[config.mk]
export PLATFORM = sky130hd
export DESIGN_NAME = evt_nibble_counter
export DESIGN_NICKNAME = d
export VERILOG_FILES = /design/src/rtl/evt_nibble_counter.sv
export SDC_FILE = /design/constraint.sdc
export NUM_CORES = 1
export LEC_CHECK = 0
export CORE_AREA = 10 10 47 49
export CTS_CLUSTER_DIAMETER = 60
export DETAILED_ROUTE_END_ITERATION = 6
export DIE_AREA = 0 0 57 59
export DONT_BUFFER_PORTS = 1
export GPL_TIMING_DRIVEN = 1
export PLACE_DENSITY_LB_ADDON = 0.25
export SLEW_MARGIN = 15
export SYNTH_ARGS = -nofsm -noshare
export SYNTH_HDL_FRONTEND = slang
export SYNTH_SLANG_ARGS = --single-unit
[constraint.sdc]
create_clock -name clk -period 1.7 [get_ports clk]
set_clock_uncertainty 0.15 [all_clocks]
set_input_delay 0.34 -clock clk [delete_from_list [all_inputs] [get_ports clk]]
set_output_delay 0.34 -clock clk [all_outputs]
set_load 0.05 [all_outputs]
[src/rtl/evt_nibble_counter.sv]
module evt_nibble_counter #(
  parameter int CNT_W       = 4,
  parameter int SYNC_STAGES = 2
) (
  input  logic             clk,
  input  logic             rst_n,
  input  logic             ext_clk,
  input  logic             tmr_tick,
  input  logic             sw_strobe,
  input  logic [1:0]       src_sel,
  input  logic             cnt_we,
  input  logic [CNT_W-1:0] cnt_wdata,
  input  logic             flag_clr,
  input  logic             irq_en,
  output logic [CNT_W-1:0] count,
  output logic             ovf_flag,
  output logic             irq,
  output logic             carry_out
);

  localparam logic [CNT_W-1:0] CNT_MAX = '1;
  localparam logic [CNT_W-1:0] CNT_ONE = CNT_W'(1);

  logic [SYNC_STAGES-1:0] ext_sync;
  logic                   ext_prev;
  logic                   ext_edge;
  logic                   bump;
  logic                   wrap;

  always_ff @(posedge clk or negedge rst_n) begin
    if (!rst_n) begin
      ext_sync <= '0;
      ext_prev <= 1'b0;
    end else begin
      ext_sync <= {ext_sync[SYNC_STAGES-2:0], ext_clk};
      ext_prev <= ext_sync[SYNC_STAGES-1];
    end
  end

  assign ext_edge = ext_sync[SYNC_STAGES-1] ^ ext_prev;

  always_comb begin
    case (src_sel)
      2'b01:   bump = ext_edge;
      2'b10:   bump = tmr_tick;
      2'b11:   bump = sw_strobe;
      default: bump = 1'b0;
    endcase
  end

  assign wrap = bump && !cnt_we && (count == CNT_MAX);

  always_ff @(posedge clk or negedge rst_n) begin
    if (!rst_n) begin
      count     <= '0;
      ovf_flag  <= 1'b0;
      carry_out <= 1'b0;
    end else begin
      if (cnt_we)    count <= cnt_wdata;
      else if (bump) count <= count + CNT_ONE;
      if (wrap)          ovf_flag <= 1'b1;
      else if (flag_clr) ovf_flag <= 1'b0;
      carry_out <= wrap;
    end
  end

  assign irq = ovf_flag & irq_en;

endmodule

==> impl_metrics.prom <==
# TYPE chip_impl_metric gauge
chip_impl_metric{name="number_of_global_route_vias_before_repair",unit=""} 366
chip_impl_metric{name="crit_path_max_fanout",unit=""} 6
chip_impl_metric{name="total_number_of_h_tree_levels",unit=""} 1
chip_impl_metric{name="final_cell_count_no_fill",unit=""} 65
chip_impl_metric{name="worst_ep_required_time",unit="ns"} 1.72
chip_impl_metric{name="grt_first_pass_wirelength",unit="um"} 1680
chip_impl_metric{name="clk_latency",unit="ns"} 0.26
chip_impl_metric{name="comb_power_share",unit="%"} 26.2
chip_impl_metric{name="post-cts-setup-buffers",unit=""} 0
chip_impl_metric{name="number_of_standard_cells_after_synthesis",unit=""} 37
chip_impl_metric{name="detailed_place_hpwl",unit="um"} 801
chip_impl_info{name="ys.flop_type",value="sky130_fd_sc_hd__dfrtp_1"} 1
chip_impl_metric{name="detailedRoute.firstIterationViolations",unit=""} 4
chip_impl_metric{name="setup-tns-final",unit="ns"} 0
chip_impl_info{name="end_kind",value="flip-flop"} 1
chip_impl_info{name="clk_root_buffer_cell",value="sky130_fd_sc_hd__clkbuf_4"} 1
chip_impl_metric{name="synth_top_area_share",unit="%"} 53.6
chip_impl_metric{name="post_route_cells_drive_above_1_share",unit="%"} 26.5
chip_impl_metric{name="die_outline_area",unit="sq mm"} 0.00336
chip_impl_metric{name="firstDrtPassIters",unit=""} 2
chip_impl_metric{name="switching_share",unit="%"} 32.6
chip_impl_metric{name="resize_count_post_cts",unit=""} 0
chip_impl_metric{name="yosysUniqueCellTypes",unit=""} 19
chip_impl_metric{name="place_area",unit="sq um"} 498
chip_impl_metric{name="chipHeight",unit="um"} 59
chip_impl_info{name="critPathTopFamily",value="flip-flops"} 1
chip_impl_metric{name="final.hold.worst_slack",unit="ns"} 0.0374
chip_impl_metric{name="worst-slew-pin-transition",unit="ns"} 0.453
chip_impl_metric{name="via_per_inst",unit=""} 4.77
chip_impl_metric{name="synth_seq_cells",unit=""} 9
chip_impl_metric{name="gr-usage-all-layers",unit="%"} 6.34
chip_impl_metric{name="initial_utilization",unit="%"} 30.0
chip_impl_metric{name="sequentialPowerShare",unit="%"} 45.1
chip_impl_info{name="yosysTopAreaCell",value="sky130_fd_sc_hd__dfrtp_1"} 1
chip_impl_metric{name="number_of_antenna_violations_at_the_first_check_in_global_routing",unit=""} 0
chip_impl_metric{name="timing.final.crit_share",unit="%"} 88.5
chip_impl_metric{name="globalplace.congestion",unit=""} 0.696
chip_impl_metric{name="grt_remaining_overflow",unit=""} 0
chip_impl_metric{name="post_synth_instance_area",unit="sq um"} 420
chip_impl_metric{name="placement.io_buffers",unit=""} 0
chip_impl_metric{name="floorplan.rows",unit=""} 14
chip_impl_metric{name="worst_ir_drop_vdd",unit="mV"} 0.373
chip_impl_metric{name="post-route-drc-count",unit=""} 0
chip_impl_metric{name="finalWorstPathRequiredPeriod",unit="ns"} 1.50
chip_impl_metric{name="cell_area_after_layout",unit="sq um"} 544
chip_impl_metric{name="synth_edf_count",unit=""} 0
chip_impl_metric{name="num_antenna_cells",unit=""} 0
chip_impl_metric{name="crit_arrival",unit="ns"} 1.53
chip_impl_metric{name="part_of_the_yosys_area_used_for_sequential_elements",unit="%"} 53.6
chip_impl_metric{name="clock_sinks",unit=""} 9
chip_impl_info{name="status",value="finished, final reports clean"} 1
chip_impl_metric{name="cell_int_power",unit="uW"} 375
chip_impl_metric{name="timing.final.hold_violations",unit=""} 0
chip_impl_metric{name="grt_max_degree",unit=""} 10
chip_impl_metric{name="ys_warn_count",unit=""} 0
chip_impl_metric{name="worst_slew_margin_rel",unit="%"} 69.8
chip_impl_metric{name="final_nets",unit=""} 65
chip_impl_metric{name="tritoncts_buffers",unit=""} 3
chip_impl_metric{name="final.fill_count",unit=""} 145
chip_impl_metric{name="synth_async_sr_flop_share",unit="%"} 100
chip_impl_metric{name="total_power",unit="uW"} 557
chip_impl_metric{name="critical_path.n_buffers_inverters",unit=""} 0
chip_impl_metric{name="syn_to_final_growth",unit="%"} 29.5
chip_impl_metric{name="clock_pin_transition_on_the_worst_setup_and_hold_timing_paths",unit="ns"} 0.06
chip_impl_metric{name="share_clk_of_total_power",unit="%"} 28.6
chip_impl_metric{name="p_switching",unit="uW"} 182
chip_impl_metric{name="critPathMaxStageDelay",unit="ns"} 0.39
chip_impl_info{name="synth_top_cells_by_area",value="sky130_fd_sc_hd__dfrtp_1, sky130_fd_sc_hd__mux2_2, sky130_fd_sc_hd__nand2_1, sky130_fd_sc_hd__a22oi_4, sky130_fd_sc_hd__xor2_2"} 1
chip_impl_info{name="crit_path_top_delay_cell",value="sky130_fd_sc_hd__dfrtp_1"} 1
chip_impl_metric{name="area_of_the_core_region",unit="sq mm"} 0.00140
chip_impl_metric{name="fmaxAchievable",unit="GHz"} 0.665
chip_impl_metric{name="cap_viol_max_count",unit=""} 0
chip_impl_metric{name="routed_wl",unit="um"} 952
chip_impl_metric{name="antenna_violating_nets_post_route",unit=""} 0
chip_impl_metric{name="cts_buffer_depth",unit=""} 2
chip_impl_info{name="min_path_type",value="input port to flip-flop"} 1
chip_impl_info{name="setup.worst_path.class",value="flip-flop to flip-flop"} 1
chip_impl_metric{name="cts.hold.buffers_added",unit=""} 2
chip_impl_metric{name="die-width",unit="um"} 57
chip_impl_metric{name="num_vias",unit=""} 310
chip_impl_metric{name="ios",unit=""} 21
chip_impl_metric{name="setup_viol",unit=""} 0
chip_impl_metric{name="p_leak",unit="uW"} 0.000264
chip_impl_info{name="cts_tree",value="done"} 1
chip_impl_info{name="startpoint_type",value="flip-flop"} 1
chip_impl_info{name="critical_path.cell_chain",value="xor2_2 > a22oi_4 > mux2_2 > o211ai_1"} 1
chip_impl_metric{name="syn-num-nets",unit=""} 52
chip_impl_metric{name="timing_max_transition_violations_final",unit=""} 0
chip_impl_metric{name="dp_cells",unit=""} 59
chip_impl_info{name="rsz0062_at_grt",value="false"} 1
chip_impl_metric{name="routedWlPerCell",unit="um"} 14.6
chip_impl_metric{name="postSynthAreaPerCell",unit="sq um"} 11.4
chip_impl_metric{name="cell_pwr_density",unit="mW/mm^2"} 1020
cell usage in the layout (no fill, tap or decap):
| cell type | count |
|---|---|
| sky130_fd_sc_hd__nor2_1 | 2 |
| sky130_fd_sc_hd__and2b_1 | 1 |
| sky130_fd_sc_hd__inv_1 | 2 |
| sky130_fd_sc_hd__and2_1 | 1 |
| sky130_fd_sc_hd__o211ai_1 | 1 |
| sky130_fd_sc_hd__o21ai_0 | 3 |
| sky130_fd_sc_hd__xor2_2 | 1 |
| sky130_fd_sc_hd__or3_1 | 1 |
| sky130_fd_sc_hd__buf_4 | 5 |
| sky130_fd_sc_hd__nand3_1 | 1 |
| sky130_fd_sc_hd__dfrtp_1 | 9 |
| sky130_fd_sc_hd__a22oi_4 | 1 |
| sky130_fd_sc_hd__mux2_2 | 2 |
| sky130_fd_sc_hd__ha_1 | 1 |
| sky130_fd_sc_hd__nor3_1 | 1 |
| sky130_fd_sc_hd__clkbuf_4 | 3 |
| sky130_fd_sc_hd__xor2_1 | 1 |
| sky130_fd_sc_hd__a21o_1 | 1 |
| sky130_fd_sc_hd__mux2i_1 | 1 |
| sky130_fd_sc_hd__a31oi_1 | 1 |
| sky130_fd_sc_hd__dlygate4sd3_1 | 2 |
| sky130_fd_sc_hd__buf_12 | 1 |
| sky130_fd_sc_hd__nand2_1 | 6 |
| sky130_fd_sc_hd__clkbuf_1 | 1 |
cell usage after synthesis (all sizes together), types with 2 or more instances:
cell type / instances
mux2: 2
nand2: 6
nor2: 2
inv: 2
o21ai: 3
dfrtp: 9
xor2: 2
per-layer routing:
metal,vias to the layer above,global-route usage [%],part of all wire [%]
li1,149,-,-
met1,151,6.37,37
met2,10,10.2,54
met3,0,3.86,9.3
met4,0,3.02,0
met5,-,0,0
logic make-up (layout without fill, tap and decap cells):
kind of cell / count (synthesis) / after routing / share of synthesized area, %
buf+inv: 2 / 14 / 1.79
flops: 9 / 9 / 53.6
xor+xnor: 2 / 2 / 5.95
compound gates: 7 / 7 / 13.7
mux: 3 / 3 / 7.74
simple gates: 13 / 13 / 14.3
fa+ha+maj: 1 / 1 / 2.98
per-stage QoR:
| stage | utilization [%] | setup slack [ns] |
|---|---|---|
| after floorplan | - | 0.0929 |
| after global placement | 35.5 | 0.160 |
| after detailed placement | 35.5 | 0.125 |
| after CTS | 38.8 | 0.181 |
| after global routing | 38.8 | 0.126 |
| final | 38.8 | 0.196 |
final cells by class:
| class | count | area, sq um | share of cell area, % |
|---|---|---|---|
| clock buffer | 4 | 26.3 | 4.83 |
| tap | 16 | 20.0 | 3.68 |
| multi-input combinational | 26 | 188 | 34.5 |
| sequential | 9 | 225 | 41.4 |
| inverter | 2 | 7.51 | 1.38 |
| timing repair buffer | 8 | 77.6 | 14.3 |
state kept, by name, summed over array words and instances (netlist names):
signal and cells:
carry_out 1, ovf_flag 1, count 4, ext_prev 1, ext_sync 2
path summary, 6_finish.rpt:
path	startpoint	end	slack, ns	cells past startpoint
max	ext_prev$_DFF_PN0_	count[2]$_DFFE_PN0P_	0.20	4
min	cnt_we	count[0]$_DFFE_PN0P_	0.04	1
max reg2reg	ext_prev$_DFF_PN0_	count[2]$_DFFE_PN0P_	0.20	4
min reg2reg	ext_sync[0]$_DFF_PN0_	ext_sync[1]$_DFF_PN0_	0.20	0
max in group asynchronous	rst_n	ext_sync[1]$_DFF_PN0_	0.83	1
min in group asynchronous	rst_n	count[3]$_DFFE_PN0P_	0.29	1
power groups by stage:
stage               combinational, uW  clock, uW  sequential (uW)
finish                            146        160              251
global route                      161        184              255
CTS                               149        167              252
detailed placement                141          0              256
global placement                  139          0              253
floorplan                        49.9          0              305
Power figures use the tool's default switching activity.
